## src/rtl/defz_pkg.sv

```systemverilog
// Package: shared method encoding for the maxima-based defuzzifier.
// Assumes the two-bit select is the only method input of the block.
package defz_pkg;
    typedef enum logic [1:0] {
        DZ_MEAN     = 2'b00,
        DZ_SMALLEST = 2'b01,
        DZ_LARGEST  = 2'b10,
        DZ_MEAN_ALT = 2'b11
    } dz_method_e;
endpackage

```

## src/rtl/defz_peak_scan.sv

```systemverilog
// Stage 1: finds the peak degree and the lowest index, highest index,
// index sum and count of all points that reach it. Registers these
// together with the method so a later method change cannot touch them.
// Assumes degree i sits at bits [i*DEG_W +: DEG_W] of deg_vec.
module defz_peak_scan
    import defz_pkg::*;
#(
    parameter int N_PTS = 16,
    parameter int DEG_W = 8,
    localparam int IDX_W = $clog2(N_PTS),
    localparam int CNT_W = $clog2(N_PTS + 1),
    localparam int SUM_W = $clog2(N_PTS * (N_PTS - 1) / 2 + 1)
) (
    input  logic                   clk,
    input  logic                   rst_n,
    input  logic                   in_valid,
    input  logic [N_PTS*DEG_W-1:0] deg_vec,
    input  dz_method_e             method,
    output logic                   s1_valid,
    output dz_method_e             s1_method,
    output logic                   s1_zero,
    output logic [IDX_W-1:0]       s1_first,
    output logic [IDX_W-1:0]       s1_last,
    output logic [SUM_W-1:0]       s1_sum,
    output logic [CNT_W-1:0]       s1_cnt
);
    logic [DEG_W-1:0] deg_arr [N_PTS];
    logic [N_PTS-1:0] at_peak;
    logic [DEG_W-1:0] peak;
    logic [IDX_W-1:0] first_c, last_c;
    logic [SUM_W-1:0] sum_c;
    logic [CNT_W-1:0] cnt_c;

    // Unpack the flat degree vector into one entry per universe point.
    genvar g;
    generate
        for (g = 0; g < N_PTS; g++) begin : g_unpack
            assign deg_arr[g] = deg_vec[g*DEG_W +: DEG_W];
            assign at_peak[g] = (deg_arr[g] == peak);
        end
    endgenerate

    // Unsigned maximum over all degrees.
    always_comb begin
        peak = '0;
        for (int i = 0; i < N_PTS; i++)
            if (deg_arr[i] > peak) peak = deg_arr[i];
    end

    // Lowest and highest index of the peak set.
    always_comb begin
        first_c = '0;
        last_c  = '0;
        for (int i = N_PTS - 1; i >= 0; i--)
            if (at_peak[i]) first_c = IDX_W'(i);
        for (int i = 0; i < N_PTS; i++)
            if (at_peak[i]) last_c = IDX_W'(i);
    end

    // Index sum and member count of the peak set, for the mean.
    always_comb begin
        sum_c = '0;
        cnt_c = '0;
        for (int i = 0; i < N_PTS; i++)
            if (at_peak[i]) begin
                sum_c = sum_c + SUM_W'(i);
                cnt_c = cnt_c + CNT_W'(1);
            end
    end

    // Stage register; the data fields load only with a valid vector.
    always_ff @(posedge clk) begin
        if (!rst_n) begin
            s1_valid  <= 1'b0;
            s1_method <= DZ_MEAN;
            s1_zero   <= 1'b1;
            s1_first  <= '0;
            s1_last   <= '0;
            s1_sum    <= '0;
            s1_cnt    <= '0;
        end else begin
            s1_valid <= in_valid;
            if (in_valid) begin
                s1_method <= method;
                s1_zero   <= (peak == '0);
                s1_first  <= first_c;
                s1_last   <= last_c;
                s1_sum    <= sum_c;
                s1_cnt    <= cnt_c;
            end
        end
    end

    // A stage-1 entry exists only if a vector was offered one edge earlier.
    assert_s1_from_input_R5: assert property (@(posedge clk) disable iff (!rst_n)
        s1_valid |-> $past(in_valid));
    // The peak set is never empty.
    assert_peak_nonempty_R3: assert property (@(posedge clk) disable iff (!rst_n)
        s1_valid |-> s1_cnt != '0);
    // Lowest index of the peak set never exceeds the highest.
    assert_first_le_last_R1: assert property (@(posedge clk) disable iff (!rst_n)
        s1_valid |-> s1_first <= s1_last);
    // The count cannot exceed the span between the lowest and highest index.
    assert_count_in_span_R2: assert property (@(posedge clk) disable iff (!rst_n)
        s1_valid |-> 32'(s1_cnt) <= 32'(s1_last) - 32'(s1_first) + 1);
endmodule

```

## src/rtl/defz_div.sv

```systemverilog
// Combinational restoring divider: quo = floor(num / den).
// Assumes den is nonzero whenever the quotient is used.
module defz_div #(
    parameter int NUM_W = 7,
    parameter int DEN_W = 5
) (
    input  logic [NUM_W-1:0] num,
    input  logic [DEN_W-1:0] den,
    output logic [NUM_W-1:0] quo
);
    logic [DEN_W:0] rem;

    // Shift-subtract long division, one quotient bit per numerator bit.
    always_comb begin
        rem = '0;
        quo = '0;
        for (int b = NUM_W - 1; b >= 0; b--) begin
            rem = {rem[DEN_W-1:0], num[b]};
            if (rem >= {1'b0, den}) begin
                rem    = rem - {1'b0, den};
                quo[b] = 1'b1;
            end
        end
    end

    // The quotient satisfies q*d <= n < (q+1)*d.
    always_comb begin
        if (den != '0)
            assert_div_exact_R3: assert (32'(quo) * 32'(den) <= 32'(num) &&
                                         32'(num) < (32'(quo) + 1) * 32'(den));
    end
endmodule

```

## src/rtl/defz_select.sv

```systemverilog
// Stage 2: picks the index for the registered method, divides for the
// mean, forces zero for an all-zero set, scales onto the output range.
// Assumes OUT_W-bit full scale divides evenly over N_PTS-1 steps.
module defz_select
    import defz_pkg::*;
#(
    parameter int N_PTS = 16,
    parameter int OUT_W = 8,
    localparam int IDX_W = $clog2(N_PTS),
    localparam int CNT_W = $clog2(N_PTS + 1),
    localparam int SUM_W = $clog2(N_PTS * (N_PTS - 1) / 2 + 1),
    localparam int STEP  = ((1 << OUT_W) - 1) / (N_PTS - 1)
) (
    input  logic             clk,
    input  logic             rst_n,
    input  logic             s1_valid,
    input  dz_method_e       s1_method,
    input  logic             s1_zero,
    input  logic [IDX_W-1:0] s1_first,
    input  logic [IDX_W-1:0] s1_last,
    input  logic [SUM_W-1:0] s1_sum,
    input  logic [CNT_W-1:0] s1_cnt,
    output logic             out_valid,
    output logic [OUT_W-1:0] out_value
);
    logic [SUM_W-1:0]       mean_q;
    logic [IDX_W-1:0]       pick;
    logic [IDX_W+OUT_W-1:0] scaled;

    defz_div #(.NUM_W(SUM_W), .DEN_W(CNT_W)) u_div (
        .num (s1_sum),
        .den (s1_cnt),
        .quo (mean_q)
    );

    // Choose the universe index from the method registered with the data.
    always_comb begin
        unique case (s1_method)
            DZ_SMALLEST: pick = s1_first;
            DZ_LARGEST:  pick = s1_last;
            default:     pick = IDX_W'(mean_q);
        endcase
        if (s1_zero) pick = '0;
        scaled = (IDX_W + OUT_W)'(pick) * (IDX_W + OUT_W)'(STEP);
    end

    // Output register; the value holds between results.
    always_ff @(posedge clk) begin
        if (!rst_n) begin
            out_valid <= 1'b0;
            out_value <= '0;
        end else begin
            out_valid <= s1_valid;
            if (s1_valid) out_value <= OUT_W'(scaled);
        end
    end

    // A result appears only one edge after a stage-1 entry.
    assert_out_from_s1_R5: assert property (@(posedge clk) disable iff (!rst_n)
        out_valid |-> $past(s1_valid));
    // Without a stage-1 entry the output value does not move.
    assert_value_holds_R9: assert property (@(posedge clk) disable iff (!rst_n)
        !s1_valid |=> $stable(out_value));
    // Every result lies on a universe point.
    assert_on_grid_R3: assert property (@(posedge clk) disable iff (!rst_n)
        out_valid |-> (32'(out_value) % STEP) == 0);
    // An all-zero set gives zero.
    assert_zero_set_R4: assert property (@(posedge clk) disable iff (!rst_n)
        s1_valid && s1_zero |=> out_value == '0);
endmodule

```

## src/rtl/maxima_defuzzifier.sv

```systemverilog
// Top: two-stage maxima-based defuzzifier with a per-vector method select.
// Assumes a new vector may arrive every cycle; there is no back-pressure.
module maxima_defuzzifier
    import defz_pkg::*;
#(
    parameter int N_PTS = 16,
    parameter int DEG_W = 8,
    parameter int OUT_W = 8,
    localparam int IDX_W = $clog2(N_PTS),
    localparam int CNT_W = $clog2(N_PTS + 1),
    localparam int SUM_W = $clog2(N_PTS * (N_PTS - 1) / 2 + 1)
) (
    input  logic                   clk,
    input  logic                   rst_n,
    input  logic                   in_valid,
    input  logic [N_PTS*DEG_W-1:0] degrees,
    input  logic [1:0]             method,
    output logic                   out_valid,
    output logic [OUT_W-1:0]       out_value
);
    logic             s1_valid;
    dz_method_e       s1_method;
    logic             s1_zero;
    logic [IDX_W-1:0] s1_first, s1_last;
    logic [SUM_W-1:0] s1_sum;
    logic [CNT_W-1:0] s1_cnt;

    defz_peak_scan #(.N_PTS(N_PTS), .DEG_W(DEG_W)) u_scan (
        .clk       (clk),
        .rst_n     (rst_n),
        .in_valid  (in_valid),
        .deg_vec   (degrees),
        .method    (dz_method_e'(method)),
        .s1_valid  (s1_valid),
        .s1_method (s1_method),
        .s1_zero   (s1_zero),
        .s1_first  (s1_first),
        .s1_last   (s1_last),
        .s1_sum    (s1_sum),
        .s1_cnt    (s1_cnt)
    );

    defz_select #(.N_PTS(N_PTS), .OUT_W(OUT_W)) u_sel (
        .clk       (clk),
        .rst_n     (rst_n),
        .s1_valid  (s1_valid),
        .s1_method (s1_method),
        .s1_zero   (s1_zero),
        .s1_first  (s1_first),
        .s1_last   (s1_last),
        .s1_sum    (s1_sum),
        .s1_cnt    (s1_cnt),
        .out_valid (out_valid),
        .out_value (out_value)
    );

    // A result is delivered exactly two edges after its vector was sampled.
    assert_latency_two_R5: assert property (@(posedge clk) disable iff (!rst_n)
        out_valid |-> $past(s1_valid) && $past(in_valid, 2));
endmodule

```

## config.mk

```make
export PLATFORM = sky130hd
export DESIGN_NAME = maxima_defuzzifier
export DESIGN_NICKNAME = d
export VERILOG_FILES = /design/src/rtl/defz_pkg.sv /design/src/rtl/defz_peak_scan.sv /design/src/rtl/defz_div.sv /design/src/rtl/defz_select.sv /design/src/rtl/maxima_defuzzifier.sv
export SDC_FILE = /design/constraint.sdc
export NUM_CORES = 1
export LEC_CHECK = 0
export BUFFER_PORTS_ARGS = -buffer_cell sky130_fd_sc_hd__buf_2
export CORE_UTILIZATION = 30
export DETAILED_ROUTE_END_ITERATION = 10
export HOLD_SLACK_MARGIN = 0.08
export REMOVE_ABC_BUFFERS = 1
export SLEW_MARGIN = 40
export SYNTH_ARGS = -nofsm -noshare
export SYNTH_HDL_FRONTEND = slang
export SYNTH_SLANG_ARGS = --single-unit
```

## constraint.sdc

```tcl
create_clock -name clk -period 48.3 [get_ports clk]
set_clock_uncertainty 0.15 [all_clocks]
set_input_delay 4.83 -clock clk [delete_from_list [all_inputs] [get_ports clk]]
set_output_delay 4.83 -clock clk [all_outputs]
set_load 0.02 [all_outputs]
```

==> qor.txt, run 1 <==
GLOBAL ROUTING
------------------------------------------------------------------------------------------
Overall routing resource usage                                                       19.7%
Largest net degree at the start of global routing                                       55
Met3 capacity usage during global routing                                            2.95%
Global routing's busiest layer                                                        met2
Met2 usage                                                                           33.7%
Overflow after GRT                                                                       0
First-pass GRT wire length                                                         81.3 mm
Met1 usage in global routing                                                         26.2%
Number of global-route vias before repair                                            15.4k
Number of antenna violations at the first check in global routing                       18

CLOCKING
------------------------------------------------------------------------------------------
TritonCTS Sinks                                                                         29
Total CTS buffers                                                                        5
Number of instances resized during post-cts repair                                       0
Clock edge transition at the registers on the reported setup and hold paths        0.05 ns
Buffers inserted during post-CTS setup optimization                                      0
Hold buffers post-CTS                                                                    0
Latest clock arrival within the worst-skew pair                                    0.27 ns
Max Buffers Root-to-Sink                                                                 2
Clock tree from TritonCTS                                                            built
Clock root buffer                                                             sky130_fd_sc_hd__clkbuf_16
# H-tree levels                                                                          2

PLACEMENT
------------------------------------------------------------------------------------------
Input/output buffers                                                                   141
Final weighted congestion in routability-driven placement                            0.946
Estimated wirelength of the detail-placed design                                   41.6 mm

ROUTE
------------------------------------------------------------------------------------------
Antenna Nets Post-Route                                                                  0
Routed via count                                                                     16.3k
Post-DR vias/cell                                                                     5.83
Routed wirelength normalized by instance count                                     18.3 um
Starting DRT DRC Count                                                                1286
Number of optimization iterations in the first detailed-route pass                       5
DRC violations left                                                                      0
Detailed-route wire length                                                         50.8 mm

LOGIC SYNTHESIS
------------------------------------------------------------------------------------------
Yosys warns                                                                              0
Leading register cell type out of synthesis                                   sky130_fd_sc_hd__dfxtp_1
Mean Syn Cell Area                                                              7.01 sq um
Number of synthesized flops with an enable pin                                           0
Post-synthesis sequential area ratio                                                 3.95%
Cell variety after synth                                                               128
Leading cell type by number of instances after synthesis                      sky130_fd_sc_hd__nand2_1
Post-Syn Instances                                                                    2094
Netlist area before placement                                                  14700 sq um
Main area contributors after synthesis                                        sky130_fd_sc_hd__ha_1, sky130_fd_sc_hd__xnor2_1, sky130_fd_sc_hd__o21ai_0
Number of register bits inferred by synthesis                                           29
Yosys top cell by area                                                        sky130_fd_sc_hd__ha_1
Top cells by count, synth                                                     sky130_fd_sc_hd__nand2_1, sky130_fd_sc_hd__ha_1, sky130_fd_sc_hd__o21ai_0
Share of Yosys cell area claimed by the top area cell type                           13.7%
Share of synthesized flip-flops with an asynchronous set or reset                       0%

TIMING
------------------------------------------------------------------------------------------
Unrepaired setup endpoints after global routing                                      false
Fraction of the cycle the final worst path needs                                     93.2%
Hold violation total from the final report                                               0
Transition time at the pin with the least slew margin                             0.868 ns
Final number of max-transition violations                                                0
Final sum of negative setup slack                                                     0 ns
Number of setup violations in the final report                                           0
Worst slew margin relative to its limit                                              41.6%
Final Critical Period                                                             45.04 ns
Fmax                                                                            0.0222 GHz

FLOW RUN
------------------------------------------------------------------------------------------
Maximum Capacitance Violations                                                           0

FLOORPLANNING
------------------------------------------------------------------------------------------
Row cnt                                                                                 80
Effective utilization at floorplan                                                   30.6%
Die Area                                                                       49800 sq um
# IOs                                                                                  142
Area of the core                                                               48000 sq um
Die Span Y                                                                          223 um
Die width                                                                           223 um

FINISH
------------------------------------------------------------------------------------------
Number of filler instances in the final layout                                        5147
Nets                                                                                  2465
Area growth, synth to finish                                                         9.69%
Proportion of layout cells with a drive suffix above 1                               13.2%

CRITICAL PATH
------------------------------------------------------------------------------------------
Critical-path maximum fanout                                                            43
Path length in cells of the critical path                                              185
Most numerous cell on the critical path                                       sky130_fd_sc_hd__ha_1
Element type at the critical path end                                                 flop
FF-to-FF path depth                                                                     51
Biggest cell delay along the critical path                                         0.57 ns
CP required                                                                       48.27 ns
Data arrival time of the worst path                                               45.01 ns
Slowest stage cell on the critical path                                       sky130_fd_sc_hd__or4b_1
Buffering stage count on the worst path with inverters included                         14
Crit path max-delay family                                                    compound AO/OA/AOI/OAI gates
Critical Path Source Type                                                        input pin
Critical setup path kind                                                      input pin to flop

MIN PATH
------------------------------------------------------------------------------------------
Path class of the lowest-slack min-delay path                                 flop to flop
Number of cells traversed by the worst hold path                                         1

STATUS
------------------------------------------------------------------------------------------
Status                                                                           completed

==> worst paths after layout <==
| path | startpoint | end | slack, ns |
|---|---|---|---|
| hold reg to reg | u_scan.s1_cnt[2] | u_scan.s1_cnt[2] | 0.32 |
| setup reg to reg | u_scan.s1_cnt[1] | u_sel.out_value[4] | 37.56 |
| hold / removal | u_scan.s1_cnt[2] | u_scan.s1_cnt[2] | 0.32 |
| setup / recovery | degrees[1] | u_scan.s1_cnt[4] | 3.26 |
==> layout make-up <==
class,count,area [sq um],area share [%]
Antenna cell,5,12.5,0.0777
Clock buffer,5,125,0.777
Clock inverter,1,5.00,0.0311
Inverter,148,556,3.45
Multi-Input combinational cell,1821,13200,82.0
Sequential cell,29,581,3.61
Tap cell,615,769,4.78
Timing Repair Buffer,161,856,5.31
==> registers in the layout (all words and copies together) (netlist names) <==
register / count
u_scan.s1_sum: 7
u_scan.s1_cnt: 5
u_scan.s1_first: 4
u_scan.s1_last: 4
u_sel.out_value: 4
u_scan.s1_method: 2
u_scan.s1_valid: 1
u_scan.s1_zero: 1
u_sel.out_valid: 1
==> metal layers <==
layer | vias up | share of wire [%] | wire [um]
li1 | 7946 | - | -
met1 | 7602 | 45 | 22700
met2 | 584 | 46 | 23300
met3 | 92 | 7.4 | 3770
met4 | 26 | 1.8 | 912
met5 | - | 0.31 | 160
==> stage by stage <==
step	cell area (sq um)	worst slack [ns]	util, %	hold slack, ns	cells
4_1_cts	16100	3.22	33.5	0.328	2780
3_3_place_gp	15900	3.45	33.2	0.311	2774
5_1_grt	16100	0.109	33.5	0.360	2782
6_report	16100	3.26	33.5	0.324	2785
2_1_floorplan	14300	6.66	-	0.298	1998
3_5_place_dp	15900	3.07	33.2	0.316	2774
==> cells in the final DEF, fill, tap and decap left out, types with 25 or more instances in the layout <==
cell	n
sky130_fd_sc_hd__xor2_1	39
sky130_fd_sc_hd__o21ai_0	144
sky130_fd_sc_hd__xnor2_1	133
sky130_fd_sc_hd__nor2_1	136
sky130_fd_sc_hd__and2_1	49
sky130_fd_sc_hd__dfxtp_1	29
sky130_fd_sc_hd__a21oi_1	131
sky130_fd_sc_hd__and3_1	37
sky130_fd_sc_hd__buf_2	141
sky130_fd_sc_hd__a21o_1	38
sky130_fd_sc_hd__a31oi_1	25
sky130_fd_sc_hd__nand4_1	50
sky130_fd_sc_hd__nor2b_1	34
sky130_fd_sc_hd__ha_1	161
sky130_fd_sc_hd__nand3_1	52
sky130_fd_sc_hd__nand2b_1	31
sky130_fd_sc_hd__nand2_1	186
sky130_fd_sc_hd__inv_1	138
sky130_fd_sc_hd__nor3_1	67
sky130_fd_sc_hd__mux2i_1	50
==> logic make-up after synthesis <==
family	Yosys count	share of synthesized area (%)
and+or+nand+nor	766	27.3
AOI/OAI and AO/OA	625	30.4
buffers and inverters	244	6.53
xor gates and xnor gates	177	11.0
adders and majority gates	171	14.8
muxes	82	6.06
DFF	29	3.95
Power of run 1 is left out: the tool's default activity adds up to more than one toggle a clock period on the data nets, which glitch-free logic cannot reach.
==> inputs of run 2 (changes only) <==
--- a/config.mk
+++ b/config.mk
@@ -5,11 +5,13 @@
 export SDC_FILE = /design/constraint.sdc
 export NUM_CORES = 1
 export LEC_CHECK = 0
+export ABC_AREA = 1
 export BUFFER_PORTS_ARGS = -buffer_cell sky130_fd_sc_hd__buf_2
 export CORE_UTILIZATION = 30
 export DETAILED_ROUTE_END_ITERATION = 10
 export HOLD_SLACK_MARGIN = 0.08
 export REMOVE_ABC_BUFFERS = 1
+export SETUP_SLACK_MARGIN = 0.1
 export SLEW_MARGIN = 40
 export SYNTH_ARGS = -nofsm -noshare
 export SYNTH_HDL_FRONTEND = slang
==> run 2 against run 1 <==
Compared with the run above:
- die area is 8.3% lower
- maximum frequency is 32% higher
- worst hold slack got worse by 0.050 ns
- worst setup slack gained 11 ns
- register-to-register slack worse by 0.55 ns
- critical path depth decreased by 11
- core utilization down 0.62 points
- global-route usage down 1.9 points
- via count shrank 13%
- synthesized area shrank 8.4%
==> qor.txt, run 2 <==
LOGIC SYNTHESIS
------------------------------------------------------------------------------------------
Yosys top cell by area                                                        sky130_fd_sc_hd__nand2_1
Netlist area before placement                                                  13500 sq um   -8.4%
Post-synthesis sequential area ratio                                                 4.32%   +0.36 points
Yosys warns                                                                              0   unchanged
Main area contributors after synthesis                                        sky130_fd_sc_hd__nand2_1, sky130_fd_sc_hd__ha_1, sky130_fd_sc_hd__inv_1
Cell variety after synth                                                                68   -47%
Leading cell type by number of instances after synthesis                      sky130_fd_sc_hd__nand2_1
Number of synthesized flops with an enable pin                                           0   unchanged
Top cells by count, synth                                                     sky130_fd_sc_hd__nand2_1, sky130_fd_sc_hd__inv_1, sky130_fd_sc_hd__nand3_1
Share of Yosys cell area claimed by the top area cell type                           18.5%   +4.7 points
Share of synthesized flip-flops with an asynchronous set or reset                       0%   unchanged
Leading register cell type out of synthesis                                   sky130_fd_sc_hd__dfxtp_1
Post-Syn Instances                                                                    2243   +7.1%
Mean Syn Cell Area                                                              6.00 sq um   -14%
Number of register bits inferred by synthesis                                           29   unchanged

ROUTE
------------------------------------------------------------------------------------------
Routed wirelength normalized by instance count                                     13.8 um   -24%
Starting DRT DRC Count                                                                 690   -46%
Post-DR vias/cell                                                                     4.83   -17%
Routed via count                                                                     14.2k   -13%
Detailed-route wire length                                                         40.6 mm   -20%
Antenna Nets Post-Route                                                                  0   unchanged
Number of optimization iterations in the first detailed-route pass                       5   unchanged
DRC violations left                                                                      0   unchanged

FINISH
------------------------------------------------------------------------------------------
Area growth, synth to finish                                                         8.12%
Post-route non-filler standard cell count                                             2941   +5.6%
Commonest non-fill, non-tap cell in the layout                                sky130_fd_sc_hd__nand2_1
Register name with the most flops                                             u_scan.s1_sum
Nets                                                                                  2642   +7.2%
Number of flip-flops in the largest register                                             7   unchanged
Largest registers in the final layout                                         u_scan.s1_sum (7), u_scan.s1_cnt (5)
Proportion of layout cells with a drive suffix above 1                               19.2%   +6.0 points
Area of all placed cells without fillers                                       14500 sq um   -9.7%
Commonest non-fill, non-tap cells in the layout                               sky130_fd_sc_hd__nand2_1, sky130_fd_sc_hd__inv_1, sky130_fd_sc_hd__nand3_1

CRITICAL PATH
------------------------------------------------------------------------------------------
Element type at the critical path end                                                 flop
Startpoint of the most critical setup path                                      degrees[7]
Critical setup path kind                                                      input pin to flop
Path length in cells of the critical path                                              174   -5.9%
FF-to-FF path depth                                                                     52   +2.0%
R2R Path Start                                                                u_scan.s1_cnt[0]
Slowest stage cell on the critical path                                       sky130_fd_sc_hd__a211oi_1
CP required                                                                       48.31 ns   +0.04 ns
Biggest cell delay along the critical path                                         0.52 ns   -0.05 ns
Crit path max-delay family                                                    simple AND/OR/NAND/NOR gates
Critical Path Source Type                                                        input pin
Worst setup slack for register-to-register paths                                  37.01 ns   -0.55 ns
Data arrival time of the worst path                                               34.18 ns   -10.83 ns
Critical path destination                                                     u_scan.s1_cnt[4]
Critical-path maximum fanout                                                            24   -44%
Most numerous cell on the critical path                                       sky130_fd_sc_hd__nand2_1
Buffering stage count on the worst path with inverters included                         14   unchanged
Worst R2R End                                                                 u_sel.out_value[4]

TIMING
------------------------------------------------------------------------------------------
Number of setup violations in the final report                                           0   unchanged
Final Critical Period                                                             34.17 ns   -10.87 ns
Final sum of negative setup slack                                                     0 ns   unchanged
Worst slew margin relative to its limit                                              56.8%   +15 points
Hold violation total from the final report                                               0   unchanged
Final number of max-transition violations                                                0   unchanged
Transition time at the pin with the least slew margin                             0.644 ns   -0.224 ns
Unrepaired setup endpoints after global routing                                      false
Fraction of the cycle the final worst path needs                                     70.7%   -23 points
Fmax                                                                            0.0293 GHz   +32%

GLOBAL ROUTING
------------------------------------------------------------------------------------------
Number of global-route vias before repair                                            13.7k   -11%
First-pass GRT wire length                                                         66.5 mm   -18%
Overall routing resource usage                                                       17.8%   -1.9 points
Number of antenna violations at the first check in global routing                       10   -8
Overflow after GRT                                                                       0   unchanged
Largest net degree at the start of global routing                                       25   -55%

FLOORPLANNING
------------------------------------------------------------------------------------------
Row cnt                                                                                 77   -3.8%
# IOs                                                                                  142   unchanged
Die width                                                                           214 um   -4.2%
Die Area                                                                       45700 sq um   -8.3%
Area of the core                                                               44200 sq um   -8.0%
Effective utilization at floorplan                                                   30.4%   -0.13 points
Die Span Y                                                                          214 um   -4.2%

CLOCKING
------------------------------------------------------------------------------------------
# H-tree levels                                                                          2   unchanged
Clock tree from TritonCTS                                                            built
Latest clock arrival within the worst-skew pair                                    0.27 ns   about the same
Total CTS buffers                                                                        5   unchanged
Clock edge transition at the registers on the reported setup and hold paths        0.05 ns   about the same
Hold buffers post-CTS                                                                    0   unchanged
TritonCTS Sinks                                                                         29   unchanged
Clock root buffer                                                             sky130_fd_sc_hd__clkbuf_16
Number of instances resized during post-cts repair                                       0   unchanged
Buffers inserted during post-CTS setup optimization                                      0   unchanged
Max Buffers Root-to-Sink                                                                 2   unchanged

PLACEMENT
------------------------------------------------------------------------------------------
Placed Instances                                                                      2928   +5.6%
Input/output buffers                                                                   141   unchanged
Final weighted congestion in routability-driven placement                            0.948   +0.23%
Post-placement cell area                                                       14400 sq um   -9.8%
Estimated wirelength of the detail-placed design                                   34.7 mm   -17%

STATUS
------------------------------------------------------------------------------------------
Status                                                                           completed

FLOW RUN
------------------------------------------------------------------------------------------
Maximum Capacitance Violations                                                           0   unchanged

MIN PATH
------------------------------------------------------------------------------------------
Path class of the lowest-slack min-delay path                                 flop to flop

run 2: area by class of cell:
type / instances / area (sq um)
Clock buffer: 5 / 125
Clock inverter: 3 / 17.5
Antenna cell: 5 / 12.5
Tap cell: 592 / 741
Multi-Input combinational cell: 1855 / 11100
Fill cell: 4934 / 29700
Inverter: 311 / 1220
Timing Repair Buffer: 141 / 706
Sequential cell: 29 / 581
run 2: worst min-delay path by stage:
stage | end | from | depth (start not counted) | slack, ns
4_1_cts | u_sel.out_valid | u_scan.s1_valid | 2 | 0.28
3_3_place_gp | u_sel.out_valid | u_scan.s1_valid | 2 | 0.27
2_1_floorplan | u_sel.out_valid | u_scan.s1_valid | 2 | 0.26
5_1_grt | u_sel.out_valid | u_scan.s1_valid | 2 | 0.30
6_report | u_sel.out_valid | u_scan.s1_valid | 2 | 0.27
3_5_place_dp | u_sel.out_valid | u_scan.s1_valid | 2 | 0.27
run 2: metrics by stage:
stage	worst slack (ns)	hold slack (ns)	utilization (%)
2_1_floorplan	18.02	0.257	-
3_3_place_gp	14.22	0.273	32.5
3_5_place_dp	13.65	0.273	32.5
4_1_cts	13.82	0.280	32.9
5_1_grt	11.11	0.304	32.9
6_report	14.13	0.274	32.9
run 2: worst min-delay path: stages, from the launching register on:
cell and delay (ns):
sky130_fd_sc_hd__dfxtp_1 0.30, sky130_fd_sc_hd__nand2_1 0.05, sky130_fd_sc_hd__inv_1 0.03
run 2: kinds of logic (layout without fill, tap and decap cells):
group	count (synthesis)	count (layout)	share of synthesized area [%]
fa+ha+maj	166	166	15.7
flops	29	29	4.32
compound gates	287	287	12.7
simple gates	1275	1275	45.6
buf+inv	359	460	12.9
xor+xnor	127	127	8.74
other cells	0	5	0
run 2: layer usage:
metal / track usage, % / vias up / wire [um]
met3: 2.34 / 62 / 1650
met2: 32.8 / 249 / 19800
met5: 0 / - / 57
met4: 3.84 / 10 / 727
li1: - / 7449 / -
met1: 21.9 / 6426 / 18400
Power of run 2 is left out for the same reason.
==> inputs of run 3 (changes only) <==
==> constraint.sdc (replaced) <==
create_clock -name clk -period 30 [get_ports clk]
set_clock_uncertainty 0.15 [all_clocks]
set_input_delay 3 -clock clk [delete_from_list [all_inputs] [get_ports clk]]
set_output_delay 3 -clock clk [all_outputs]
set_load 0.02 [all_outputs]
==> run 3 against run 2 <==
Compared with the run above:
- non-clock buffer count rose by 91
- largest cell class unchanged
- first-iteration DRC count fell by 3.5%
- critical path depth rose by 3
- routed wire length rose by 5.4%
==> qor.txt, run 3 (synthesis gave the netlist of run 2 again) <==
STATUS
------------------------------------------------------------------------------------------
Status                                                                           completed

ROUTE
------------------------------------------------------------------------------------------
DRC violations left                                                                      0   unchanged
Number of optimization iterations in the first detailed-route pass                       5   unchanged
Routed wirelength normalized by instance count                                     14.1 um   +1.8%
Routed via count                                                                     14.9k   +4.9%
Starting DRT DRC Count                                                                 666   -3.5%
Post-DR vias/cell                                                                     4.89   +1.3%
Antenna Nets Post-Route                                                                  0   unchanged
Detailed-route wire length                                                         42.8 mm   +5.4%

CRITICAL PATH
------------------------------------------------------------------------------------------
Crit path max-delay family                                                    simple AND/OR/NAND/NOR gates
Critical setup path kind                                                      input pin to flop
Slowest stage cell on the critical path                                       sky130_fd_sc_hd__ha_1
FF-to-FF path depth                                                                     52   unchanged
Path length in cells of the critical path                                              177   +1.7%
Element type at the critical path end                                                 flop
Data arrival time of the worst path                                               28.44 ns   -5.74 ns
Critical Path Source Type                                                        input pin
CP required                                                                       30.01 ns   -18.30 ns
Most numerous cell on the critical path                                       sky130_fd_sc_hd__nand2_1
Biggest cell delay along the critical path                                         0.33 ns   -0.19 ns
Buffering stage count on the worst path with inverters included                         17   +3
Critical-path maximum fanout                                                            10   -58%

CLOCKING
------------------------------------------------------------------------------------------
Latest clock arrival within the worst-skew pair                                    0.27 ns   about the same
Clock tree from TritonCTS                                                            built
Max Buffers Root-to-Sink                                                                 2   unchanged
Total CTS buffers                                                                        5   unchanged
Clock root buffer                                                             sky130_fd_sc_hd__clkbuf_16
Clock edge transition at the registers on the reported setup and hold paths        0.05 ns   about the same
TritonCTS Sinks                                                                         29   unchanged
# H-tree levels                                                                          2   unchanged
Hold buffers post-CTS                                                                    0   unchanged

TIMING
------------------------------------------------------------------------------------------
Fmax                                                                            0.0352 GHz
Worst slew margin relative to its limit                                              57.2%   +0.44 points
Final number of max-transition violations                                                0   unchanged
Hold violation total from the final report                                               0   unchanged
Number of setup violations in the final report                                           0   unchanged
Final Critical Period                                                             28.44 ns
Post-layout worst setup margin                                                     1.56 ns   -12.56 ns
Fraction of the cycle the final worst path needs                                     94.8%
Transition time at the pin with the least slew margin                             0.640 ns   -0.00424 ns

PLACEMENT
------------------------------------------------------------------------------------------
DP Worst Slack                                                                    -1.02 ns   -14.66 ns
Final weighted congestion in routability-driven placement                            0.924   -2.6%
Input/output buffers                                                                   141   unchanged
Estimated wirelength of the detail-placed design                                   35.2 mm   +1.4%

MIN PATH
------------------------------------------------------------------------------------------
Number of cells traversed by the worst hold path                                         2   unchanged
Path class of the lowest-slack min-delay path                                 flop to flop

FINISH
------------------------------------------------------------------------------------------
Number of flip-flops in the largest register                                             7   unchanged
Area used by multi-input combinational logic                                   11700 sq um   +4.8%
Sequential cell area                                                             581 sq um   unchanged
Largest registers in the final layout                                         u_scan.s1_sum (7), u_scan.s1_cnt (5)
Number of filler instances in the final layout                                        4801   -2.7%
Commonest non-fill, non-tap cells in the layout                               sky130_fd_sc_hd__nand2_1, sky130_fd_sc_hd__inv_1, sky130_fd_sc_hd__nand3_1
Proportion of layout cells with a drive suffix above 1                               26.3%   +7.2 points
Area growth, synth to finish                                                         17.8%
Nets                                                                                  2746   +3.9%
Register name with the most flops                                             u_scan.s1_sum
Commonest non-fill, non-tap cell in the layout                                sky130_fd_sc_hd__nand2_1

GLOBAL ROUTING
------------------------------------------------------------------------------------------
Overflow after GRT                                                                       0   unchanged
Overall routing resource usage                                                       17.7%   -0.15 points
Number of global-route vias before repair                                            13.7k   -0.15%
Number of antenna violations at the first check in global routing                       13   +3
Largest net degree at the start of global routing                                       25   unchanged
First-pass GRT wire length                                                         65.9 mm   -0.94%

FLOORPLANNING
------------------------------------------------------------------------------------------
# IOs                                                                                  142   unchanged
Die Area                                                                       45700 sq um   unchanged
Row cnt                                                                                 77   unchanged
Die Span Y                                                                          214 um   unchanged
Area of the core                                                               44200 sq um   unchanged
Die width                                                                           214 um   unchanged
Effective utilization at floorplan                                                   30.4%   unchanged

FLOW RUN
------------------------------------------------------------------------------------------
Maximum Capacitance Violations                                                           0   unchanged

==> run 3: routing by layer <==
metal | vias up | GRT usage (%) | part of all wire, %
li1 | 7669 | - | -
met1 | 6873 | 21.4 | 44
met2 | 272 | 32.9 | 50
met3 | 62 | 2.34 | 4.0
met4 | 14 | 3.69 | 1.8
met5 | - | 0 | 0.19
==> run 3: path summary, 6_finish.rpt <==
check,from,slack [ns],endpoint
hold reg to reg,u_scan.s1_valid,0.28,u_sel.out_valid
setup reg to reg,u_scan.s1_cnt[0],18.78,u_sel.out_value[4]
setup / recovery,degrees[7],1.56,u_scan.s1_cnt[4]
hold / removal,u_scan.s1_valid,0.28,u_sel.out_valid
==> run 3: final cells by class <==
| class | count | area share, % |
|---|---|---|
| antenna | 6 | 0.0948 |
| inverter | 311 | 7.72 |
| timing repair buffer | 232 | 9.22 |
| clock buffer | 6 | 0.877 |
| sequential | 29 | 3.66 |
| multi-input combinational | 1868 | 73.7 |
| tap | 592 | 4.68 |
| clock inverter | 1 | 0.0474 |
==> run 3: repair_timing <==
item                                    4_1_cts  5_1_grt
hold endpoints to repair                      0        0
endpoints found under the setup margin        4       10
gates cloned                                  0       15
pin swaps                                     4       93
buffers inserted                              9       54
resized for setup                            19      167
==> run 3: worst reg2reg max path, delay by kind of cell (launching register included) <==
family	cells	cell delay (ns)
DFF	1	0.54
buffers and inverters	5	0.71
and+or+nand+nor	18	2.11
adders and majority gates	7	2.68
AOI/OAI and AO/OA	22	4.90
==> run 3: metrics by stage <==
step	cells	utilization, %	instance area, sq um	hold slack [ns]	setup TNS [ns]
finish	3045	35.8	15800	0.278	0
global route	3043	35.8	15800	0.323	-0.818
CTS	2970	33.6	14900	0.285	0
detailed placement	2954	33.0	14600	0.278	-3.83
global placement	2954	33.0	14600	0.275	-2.82
floorplan	2195	-	12900	0.257	0
Power of run 3 is left out for the same reason.
